`src/rtl/mdu_pkg.sv`:
```
package mdu_pkg;

    typedef enum logic [2:0] {
        OP_MUL    = 3'b000,
        OP_MULH   = 3'b001,
        OP_MULHSU = 3'b010,
        OP_MULHU  = 3'b011,
        OP_DIV    = 3'b100,
        OP_DIVU   = 3'b101,
        OP_REM    = 3'b110,
        OP_REMU   = 3'b111
    } mdu_op_e;

    // Codes with the top bit set use the iterative divider.
    function automatic logic op_is_div(mdu_op_e op);
        return op[2];
    endfunction

    function automatic logic op_a_signed(mdu_op_e op);
        return (op == OP_MULH) || (op == OP_MULHSU) || (op == OP_DIV) || (op == OP_REM);
    endfunction

    function automatic logic op_b_signed(mdu_op_e op);
        return (op == OP_MULH) || (op == OP_DIV) || (op == OP_REM);
    endfunction

    function automatic logic op_wants_high(mdu_op_e op);
        return op != OP_MUL;
    endfunction

    function automatic logic op_wants_rem(mdu_op_e op);
        return op[1];
    endfunction

    typedef struct packed {
        logic neg_quo;
        logic neg_rem;
        logic want_rem;
        logic by_zero;
    } div_ctl_t;

endpackage

```
`src/rtl/mdu_mul.sv`:
```
module mdu_mul
    import mdu_pkg::*;
#(
    parameter int XLEN = 32
) (
    input  logic            clk,
    input  logic            rst,
    input  logic            go,
    input  mdu_op_e         op,
    input  logic [XLEN-1:0] a,
    input  logic [XLEN-1:0] b,
    output logic            busy,
    output logic            valid,
    output logic [XLEN-1:0] result
);
    localparam int EW = XLEN + 1;
    localparam int PW = 2 * EW;

    logic signed [EW-1:0] s1_a, s1_b;
    logic                 s1_hi, s1_v;
    logic signed [PW-1:0] s2_prod;
    logic                 s2_hi, s2_v;
    logic [XLEN-1:0]      res_q;
    logic                 v_q;

    always_ff @(posedge clk) begin
        if (rst) begin
            s1_a    <= '0;
            s1_b    <= '0;
            s1_hi   <= 1'b0;
            s1_v    <= 1'b0;
            s2_prod <= '0;
            s2_hi   <= 1'b0;
            s2_v    <= 1'b0;
            res_q   <= '0;
            v_q     <= 1'b0;
        end else begin
            s1_v <= go;
            if (go) begin
                s1_a  <= {op_a_signed(op) & a[XLEN-1], a};
                s1_b  <= {op_b_signed(op) & b[XLEN-1], b};
                s1_hi <= op_wants_high(op);
            end
            s2_v <= s1_v;
            if (s1_v) begin
                s2_prod <= s1_a * s1_b;
                s2_hi   <= s1_hi;
            end
            v_q <= s2_v;
            if (s2_v) begin
                res_q <= s2_hi ? s2_prod[2*XLEN-1:XLEN] : s2_prod[XLEN-1:0];
            end
        end
    end

    assign busy   = s1_v | s2_v;
    assign valid  = v_q;
    assign result = res_q;

    // every stage hands its operation on, one stage per cycle.
    a_r2_stage_chain: assert property (@(posedge clk) disable iff (rst)
        s1_v |=> (s2_v && !s1_v) || (s2_v && $past(go)));
    a_r2_last_stage: assert property (@(posedge clk) disable iff (rst)
        s2_v |=> v_q);
    // the extended product always fits in 2*XLEN+1 bits.
    a_r3_product_fits: assert property (@(posedge clk) disable iff (rst)
        v_q |-> (s2_prod[PW-1] == s2_prod[PW-2]));

endmodule

```
`src/rtl/mdu_div.sv`:
```
module mdu_div
    import mdu_pkg::*;
#(
    parameter int XLEN = 32
) (
    input  logic            clk,
    input  logic            rst,
    input  logic            go,
    input  mdu_op_e         op,
    input  logic [XLEN-1:0] a,
    input  logic [XLEN-1:0] b,
    output logic            busy,
    output logic            valid,
    output logic [XLEN-1:0] result
);
    localparam int CW = $clog2(XLEN + 1);

    logic            run, fin, v_q;
    logic [CW-1:0]   cnt;
    logic [XLEN-1:0] quo, rem, dvs, dend, res_q;
    div_ctl_t        ctl;

    logic            a_neg, b_neg;
    logic [XLEN:0]   shifted;
    logic [XLEN+1:0] diff;
    logic            borrow;
    logic [XLEN-1:0] q_fix, r_fix;

    always_comb begin
        a_neg   = op_a_signed(op) & a[XLEN-1];
        b_neg   = op_b_signed(op) & b[XLEN-1];
        shifted = {rem, quo[XLEN-1]};
        diff    = {1'b0, shifted} - {2'b00, dvs};
        borrow  = diff[XLEN+1];
        q_fix   = ctl.neg_quo ? (~quo + 1'b1) : quo;
        r_fix   = ctl.neg_rem ? (~rem + 1'b1) : rem;
        if (ctl.by_zero) begin
            q_fix = '1;
            r_fix = dend;
        end
    end

    always_ff @(posedge clk) begin
        if (rst) begin
            run   <= 1'b0;
            fin   <= 1'b0;
            v_q   <= 1'b0;
            cnt   <= '0;
            quo   <= '0;
            rem   <= '0;
            dvs   <= '0;
            dend  <= '0;
            res_q <= '0;
            ctl   <= '0;
        end else begin
            v_q <= 1'b0;
            if (go) begin
                run          <= 1'b1;
                cnt          <= CW'(XLEN);
                quo          <= a_neg ? (~a + 1'b1) : a;
                dvs          <= b_neg ? (~b + 1'b1) : b;
                rem          <= '0;
                dend         <= a;
                ctl.neg_quo  <= a_neg ^ b_neg;
                ctl.neg_rem  <= a_neg;
                ctl.want_rem <= op_wants_rem(op);
                ctl.by_zero  <= (b == '0);
            end else if (run) begin
                quo <= {quo[XLEN-2:0], ~borrow};
                rem <= borrow ? shifted[XLEN-1:0] : diff[XLEN-1:0];
                cnt <= cnt - 1'b1;
                if (cnt == CW'(1)) begin
                    run <= 1'b0;
                    fin <= 1'b1;
                end
            end else if (fin) begin
                fin   <= 1'b0;
                v_q   <= 1'b1;
                res_q <= ctl.want_rem ? r_fix : q_fix;
            end
        end
    end

    assign busy   = run | fin;
    assign valid  = v_q;
    assign result = res_q;

    // the loop counts down by one each step, then hands over to the fix-up.
    a_r4_count_down: assert property (@(posedge clk) disable iff (rst)
        (run && cnt != CW'(1)) |=> (run && cnt == $past(cnt) - 1'b1));
    a_r4_to_fixup: assert property (@(posedge clk) disable iff (rst)
        (run && cnt == CW'(1)) |=> (fin && !run));
    // a partial remainder that is kept always fits in XLEN bits.
    a_r4_rem_fits: assert property (@(posedge clk) disable iff (rst)
        (run && !borrow) |-> !diff[XLEN]);
    // a zero divisor yields an all-ones quotient.
    a_r5_zero_quotient: assert property (@(posedge clk) disable iff (rst)
        (fin && ctl.by_zero && !ctl.want_rem) |=> (res_q == '1));

endmodule

```
`src/rtl/mdu_unit.sv`:
```
module mdu_unit
    import mdu_pkg::*;
#(
    parameter int XLEN = 32
) (
    input  logic            clk,
    input  logic            rst,
    input  logic            start,
    input  logic [2:0]      op,
    input  logic [XLEN-1:0] src_a,
    input  logic [XLEN-1:0] src_b,
    output logic            busy,
    output logic            done,
    output logic [XLEN-1:0] result
);
    mdu_op_e         op_e;
    logic            launch, go_mul, go_div;
    logic            mul_busy, mul_valid, div_busy, div_valid;
    logic [XLEN-1:0] mul_res, div_res;
    logic            sel_div;

    always_comb begin
        op_e   = mdu_op_e'(op);
        launch = start & ~busy;
        go_mul = launch & ~op_is_div(op_e);
        go_div = launch & op_is_div(op_e);
    end

    mdu_mul #(.XLEN(XLEN)) i_mul (
        .clk(clk), .rst(rst), .go(go_mul), .op(op_e), .a(src_a), .b(src_b),
        .busy(mul_busy), .valid(mul_valid), .result(mul_res)
    );

    mdu_div #(.XLEN(XLEN)) i_div (
        .clk(clk), .rst(rst), .go(go_div), .op(op_e), .a(src_a), .b(src_b),
        .busy(div_busy), .valid(div_valid), .result(div_res)
    );

    always_ff @(posedge clk) begin
        if (rst) begin
            sel_div <= 1'b0;
        end else if (launch) begin
            sel_div <= op_is_div(op_e);
        end
    end

    assign busy   = mul_busy | div_busy;
    assign done   = mul_valid | div_valid;
    assign result = sel_div ? div_res : mul_res;

    // busy and done never overlap; an accepted start raises busy.
    a_r7_busy_not_done: assert property (@(posedge clk) disable iff (rst)
        !(busy && done));
    a_r7_busy_after_launch: assert property (@(posedge clk) disable iff (rst)
        (start && !busy) |=> busy);
    // a start during busy does not cut the operation short.
    a_r8_no_abort: assert property (@(posedge clk) disable iff (rst)
        (start && busy) |=> (busy || done));
    // done is a single-cycle pulse and result holds while idle.
    a_r9_done_single: assert property (@(posedge clk) disable iff (rst)
        done |=> !done);
    a_r9_result_hold: assert property (@(posedge clk) disable iff (rst)
        (!busy && !start) |=> $stable(result));

endmodule

```
`config.mk`:
```
export PLATFORM = sky130hd
export DESIGN_NAME = mdu_unit
export DESIGN_NICKNAME = d
export VERILOG_FILES = /design/src/rtl/mdu_pkg.sv /design/src/rtl/mdu_mul.sv /design/src/rtl/mdu_div.sv /design/src/rtl/mdu_unit.sv
export SDC_FILE = /design/constraint.sdc
export NUM_CORES = 2
export LEC_CHECK = 0
export ABC_AREA = 1
export BUFFER_PORTS_ARGS = -buffer_cell sky130_fd_sc_hd__buf_4
export CAP_MARGIN = 5
export CORE_MARGIN = 2
export CORE_UTILIZATION = 40
export DETAILED_ROUTE_END_ITERATION = 12
export GPL_TIMING_DRIVEN = 0
export PLACE_DENSITY = 0.6
export SYNTH_ARGS = -nofsm -noshare
export SYNTH_HDL_FRONTEND = slang
export SYNTH_SLANG_ARGS = --single-unit
```
`constraint.sdc`:
```
create_clock -name clk -period 12.5 [get_ports clk]
set_input_delay 2.5 -clock clk [delete_from_list [all_inputs] [get_ports clk]]
set_output_delay 2.5 -clock clk [all_outputs]
set_load 0.01 [all_outputs]
```
### Word-level counts from Yosys, hierarchy flattened

Index checks and enable logic that the tools add are counted.

| operators by class | value |
|---|---|
| reductions and logical operators | 12 |
| eq/ne operators | 6 |
| bitwise logic cells | 19 |
| mux-type cells | 20 |
| add/sub/neg operators | 6 |
| $mul | 1 |

Operator list:

| cell | number |
|---|---|
| 32-bit two-way mux | 12 |
| 32-bit by 1-bit adder with 32-bit output, second input constant | 4 |
| 32-bit inverter | 4 |
| 33-bit by 33-bit multiplier with 64-bit output | 1 |
| 33-bit by 32-bit subtractor with 34-bit output | 1 |
| 32-bit zero test | 1 |
| 6-bit two-way mux | 2 |
| 3-bit == test, second input constant | 2 |
| 6-bit by 1-bit == test with 1-bit output, second input constant | 1 |
| 1-bit two-way mux | 6 |
| 6-bit by 1-bit subtractor with 6-bit output, second input constant | 1 |
| 1-bit bitwise AND | 5 |
| 1-bit logical OR | 5 |
| 1-bit inverter | 5 |
| 1-bit OR | 4 |
| 3-bit by 1-bit == test with 1-bit output, second input constant | 1 |
| 3-bit by 2-bit == test with 1-bit output, second input constant | 1 |
| 3-bit AND reduction | 1 |
| 3-bit nonzero test | 1 |
| 3-bit OR reduction | 1 |
| 2-bit != test, second input constant | 1 |
| 2-bit AND reduction | 1 |
| 2-bit nonzero test | 1 |
| 2-bit OR reduction | 1 |
| 1-bit XOR | 1 |

| word-level totals | value |
|---|---|
| logic and storage cells | 88 |
| bits of input ports | 70 |
| output and inout bits | 34 |
| register bits after elaboration | 341 |

### Depth between registers and ports, before layout

| logic depth | value |
|---|---|
| word-level depth | 7 |
| gate-level depth with buffers | 34 |
| mapped depth without buffers | 32 |

### By module

Synthesis repeated with hierarchy kept, for this count alone.

| unflattened totals | value |
|---|---|
| cells, all modules | 8477 |
| area, all modules | 60834.6 um2 |

Modules (own cells, without submodules):

| module | times used | cells an instance | area an instance (um2) | sequential area each (um2) |
|---|---|---|---|---|
| mdu_mul | 1 | 6040 | 46628.5 | 3343.2 |
| mdu_div | 1 | 2321 | 13588.0 | 3463.3 |
| mdu_unit | 1 | 116 | 618.1 | 20.0 |

### Least setup slack after synthesis

No wires, ideal clock.

| path | value |
|---|---|
| path kind | reg2reg |
| start point | register i_mul.s1_b[1] |
| end point | register i_mul.s2_prod[62] |
| library setup time | 0.109 ns |
| buffers on the path | 2 |
| cell stages (with the launch flop) | 27 |
| data required time | 12.391 ns |
| path slack | 5.433 ns |
| clock period less this slack | 7.067 ns |
| arrival time | 6.958 ns |
| cell sequence | dfxtp_1 > clkbuf_1 > clkbuf_1 > nand2_1 > inv_1 > fa_1 > fa_1 > fa_1 > fa_1 > inv_1 > fa_1 > fa_1 > fa_1 > fa_1 > inv_1 > ha_1 > nand2_1 > nor2_1 > inv_1 > nor3_1 > nand2_1 > nor3_1 > nand2_1 > nand3_1 > nand3_1 > nand2_1 > inv_1 |

| on the way | value |
|---|---|
| longest elaborated chain between the ends | 1 |

RTL lines:

| element | line | source |
|---|---|---|
| start, declared | mdu_mul.sv:19 | `logic signed [EW-1:0] s1_a, s1_b;` |
| start signal, assigned | mdu_mul.sv:41 | `s1_b <= {op_b_signed(op) & b[XLEN-1], b};` |
| 33-bit by 33-bit multiplier with 64-bit output | mdu_mul.sv:46 | `s2_prod <= s1_a * s1_b;` |
| end signal, assigned | mdu_mul.sv:46 |  |
| end, declared | mdu_mul.sv:21 | `logic signed [PW-1:0] s2_prod;` |

Every way passes these cells.
A chain may end at the register's enable or synchronous reset.

### Worst setup path after layout

| path | value |
|---|---|
| start point | register i_mul.s1_b[13] |
| end point | register i_mul.s2_prod[63] |

Same word-level chain as after synthesis.

==> metrics.txt <==
status complete, but fails checks; failing checks max-capacitance violations, max-slew violations; Sink Count 341; max-cap violations 2; Max Freq 0.1026 GHz; Post-CTS Hold Fix Bufs 0; Die Area 0.1556 mm²; Arr. time, crit path 10.24 ns; multiplexer share of the synthesized area 0%; FF+latch count, synth 341; CP max FO 10; Reg area 0.006827 mm²; area leader, netlist fa_1; CTS resizes 0; filler instances 16,267; critical path start-end classification reg2reg; Hold Path Class reg2reg; Yosys top cell area share 36.96%; leakage 36.80 nW; first-pass GRT wire length 409.2 mm; most frequent cell after synthesis inv_1; CTS root buf clkbuf_16; Worst Path Required 12.99 ns; post-route cell area 0.06575 mm²; initial antenna violation count 11; HPWL after detailed placement 239.4 mm; crit path capture type flip-flop; Buf+Inv Stages, Crit Path 9; Layout area overhead 7.789%; period utilization 78.00%; Reg clk slew, reported paths 0.07 ns; # IOs 104; mean area per synthesized cell 7.130 µm²; vias in the first global route 57,943; routed vias 56,585; input/output buffers 103; TNS Setup 0 ns; register area share after synthesis 11.19%; Metal-1 WL 109.0 mm; DP Cell Count 10,691; max layer used met5; Synth Net Count 10,001; max incr delay on CP 1.22 ns; CTS tree yes; Vias per Instance 5.255; unrepaired setup endpoints after global routing no; crit path launch type flip-flop; multi-input gate area in the final layout 0.04378 mm²; actual slew at the worst max-slew pin 1.571 ns; drt initial violations 5,371; Worst-Skew Late Latency 0.59 ns; Most used DFF post-synth dfxtp_1; grt ovf 0; Netlist cell types 57; WL/cell 26.55 µm; VDD IR max 345.4 µV; Total Routing Usage GR 36.75%; Num CTS Buffers 37; 1st-pass router iterations 8; critical path's slowest cell clkbuf_1; routed wl met2 130.2 mm; Starting Density 40.20%; ys async rst share 0%; H-tree Lvls 2; CP most frequent cell fa_1; post-CTS setup buffers 0; final non-filler cell total 10,767; core area 0.1517 mm²; largest cells by area after synthesis fa_1 37%, inv_1 14%, nand2_1 13%, dfxtp_1 11%, ha_1 5.1%; Mapped Area 0.06099 mm²; CP top delay family adder cells; worst-case clock buffer depth 3; Max-slew headroom -4.712%; post-synthesis adder-cell area fraction 42.08%; layout cell share with drive strength beyond 1 3.161%; Die Wd 394.5 µm; Slew Viols, Final 22; yosys warns 0; fin nets 10,149; placed cell areas 0.06436 mm²; Post-Route WL 285.8 mm; Power per Cell Area 109.6 mW/mm²; Chip Height 394.5 µm; Final min period 9.750 ns; final setup violation count 0; xor-xnor portion of the synthesized cell area 0.8903%; post-synthesis compound-gate area fraction 7.143%; worst clock skew 0.02065 ns; final hold vios 0; Layout Utilization 43.33%; post-route ant nets 0; main combinational cell family by area after synthesis adder cells; metal3 WL 22.36 mm; Post-route DRC 0; most common library cells after synthesis 2,299 x inv_1, 2,191 x nand2_1, 1,126 x fa_1, 481 x nor2_1, 374 x nand3_1; routability cong. 1.047; Rows 143; Mapped Cells 8,555; largest net degree at the start of global routing 27; Simple-Gate Fraction of Synth Area 21.65%; Post-synth EDFFs 0
## power breakdown
part           total (mW)  switching [mW]  leakage (nW)  internal, mW
Clock                1.24           0.542         0.634         0.702
Sequential           1.34           0.155          2.78          1.18
Combinational        4.62            3.17          33.4          1.45
Total                7.21            3.87          36.8          3.34
## flip-flops by register name, summed over array words and instances (netlist names)
signal and flops:
i_mul.s1_hi 1, i_mul.result 32, i_mul.s2_hi 1, i_mul.s2_prod 64, i_div.run 1, i_mul.s1_a 33, sel_div 1, i_div.cnt 6
i_div.fin 1, i_mul.valid 1, i_div.valid 1, i_div.quo 32, i_div.ctl 4, i_mul.s1_b 33, i_mul.s2_v 1, i_mul.s1_v 1
i_div.dvs 32, i_div.rem 32, i_div.dend 32, i_div.result 32
## metrics by stage
stage               worst slack (ns)  hold slack [ns]  total power, mW
global placement               2.768           0.4371            5.863
detailed placement             3.009           0.4404            5.881
CTS                            3.035           0.4544            7.146
finish                         2.750           0.4575            7.208
global route                   2.675           0.4772            7.710
floorplan                      5.433           0.4175            4.349
## kinds of logic (layout without fill, tap and decap cells)
| group | count (synthesis) | after routing |
|---|---|---|
| simple gates | 3243 | 3243 |
| buf+inv | 2742 | 2919 |
| fa+ha+maj | 1376 | 1376 |
| compound gates | 791 | 791 |
| flops | 341 | 341 |
| xor+xnor | 62 | 62 |
| other cells | 0 | 5 |
## path summary, 6_finish.rpt
check | slack (ns) | cells after the start | endpoint | from
max | 2.75 | 29 | i_mul.s2_prod[63] | i_mul.s1_b[13]
max reg2reg | 2.75 | 29 | i_mul.s2_prod[63] | i_mul.s1_b[13]
min reg2reg | 0.46 | 2 | i_div.dend[30] | i_div.dend[30]
min | 0.46 | 2 | i_div.dend[30] | i_div.dend[30]
## final cells by class
| class | count | share of cell area, % |
|---|---|---|
| antenna | 5 | 0.01903 |
| inverter | 2318 | 13.23 |
| buffer | 424 | 2.581 |
| timing repair buffer | 109 | 1.313 |
| multi-input combinational | 5472 | 66.59 |
| sequential | 341 | 10.38 |
| clock buffer | 43 | 1.488 |
| tap | 2030 | 3.863 |
| clock inverter | 25 | 0.5329 |
## metal layers
metal / track usage, % / up-vias
met3: 6.478 / 771
met4: 25.24 / 12
met1: 44.54 / 27964
met5: 0 / -
li1: - / 25259
met2: 59.60 / 2579
## cell usage in the layout, fill, tap and decap left out, types with 22 or more instances in the layout
cell type	instances
a21oi_1	310
buf_2	30
buf_4	107
clkbuf_1	367
clkbuf_16	37
dfxtp_1	341
fa_1	1125
ha_1	250
inv_1	2299
nand2_1	2191
nand3_1	374
nand4_1	92
nor2_1	481
nor3_1	44
o211ai_1	41
o21ai_0	292
o21ai_1	29
o21bai_1	22
o22ai_1	31
xnor2_1	22
xor2_1	40
## worst min-delay path, stage by stage, from the launching register on
cell	delay, ns
dfxtp_1	0.30
inv_1	0.06
a21oi_1	0.05
No activity file was read; power rests on OpenSTA's default activity.
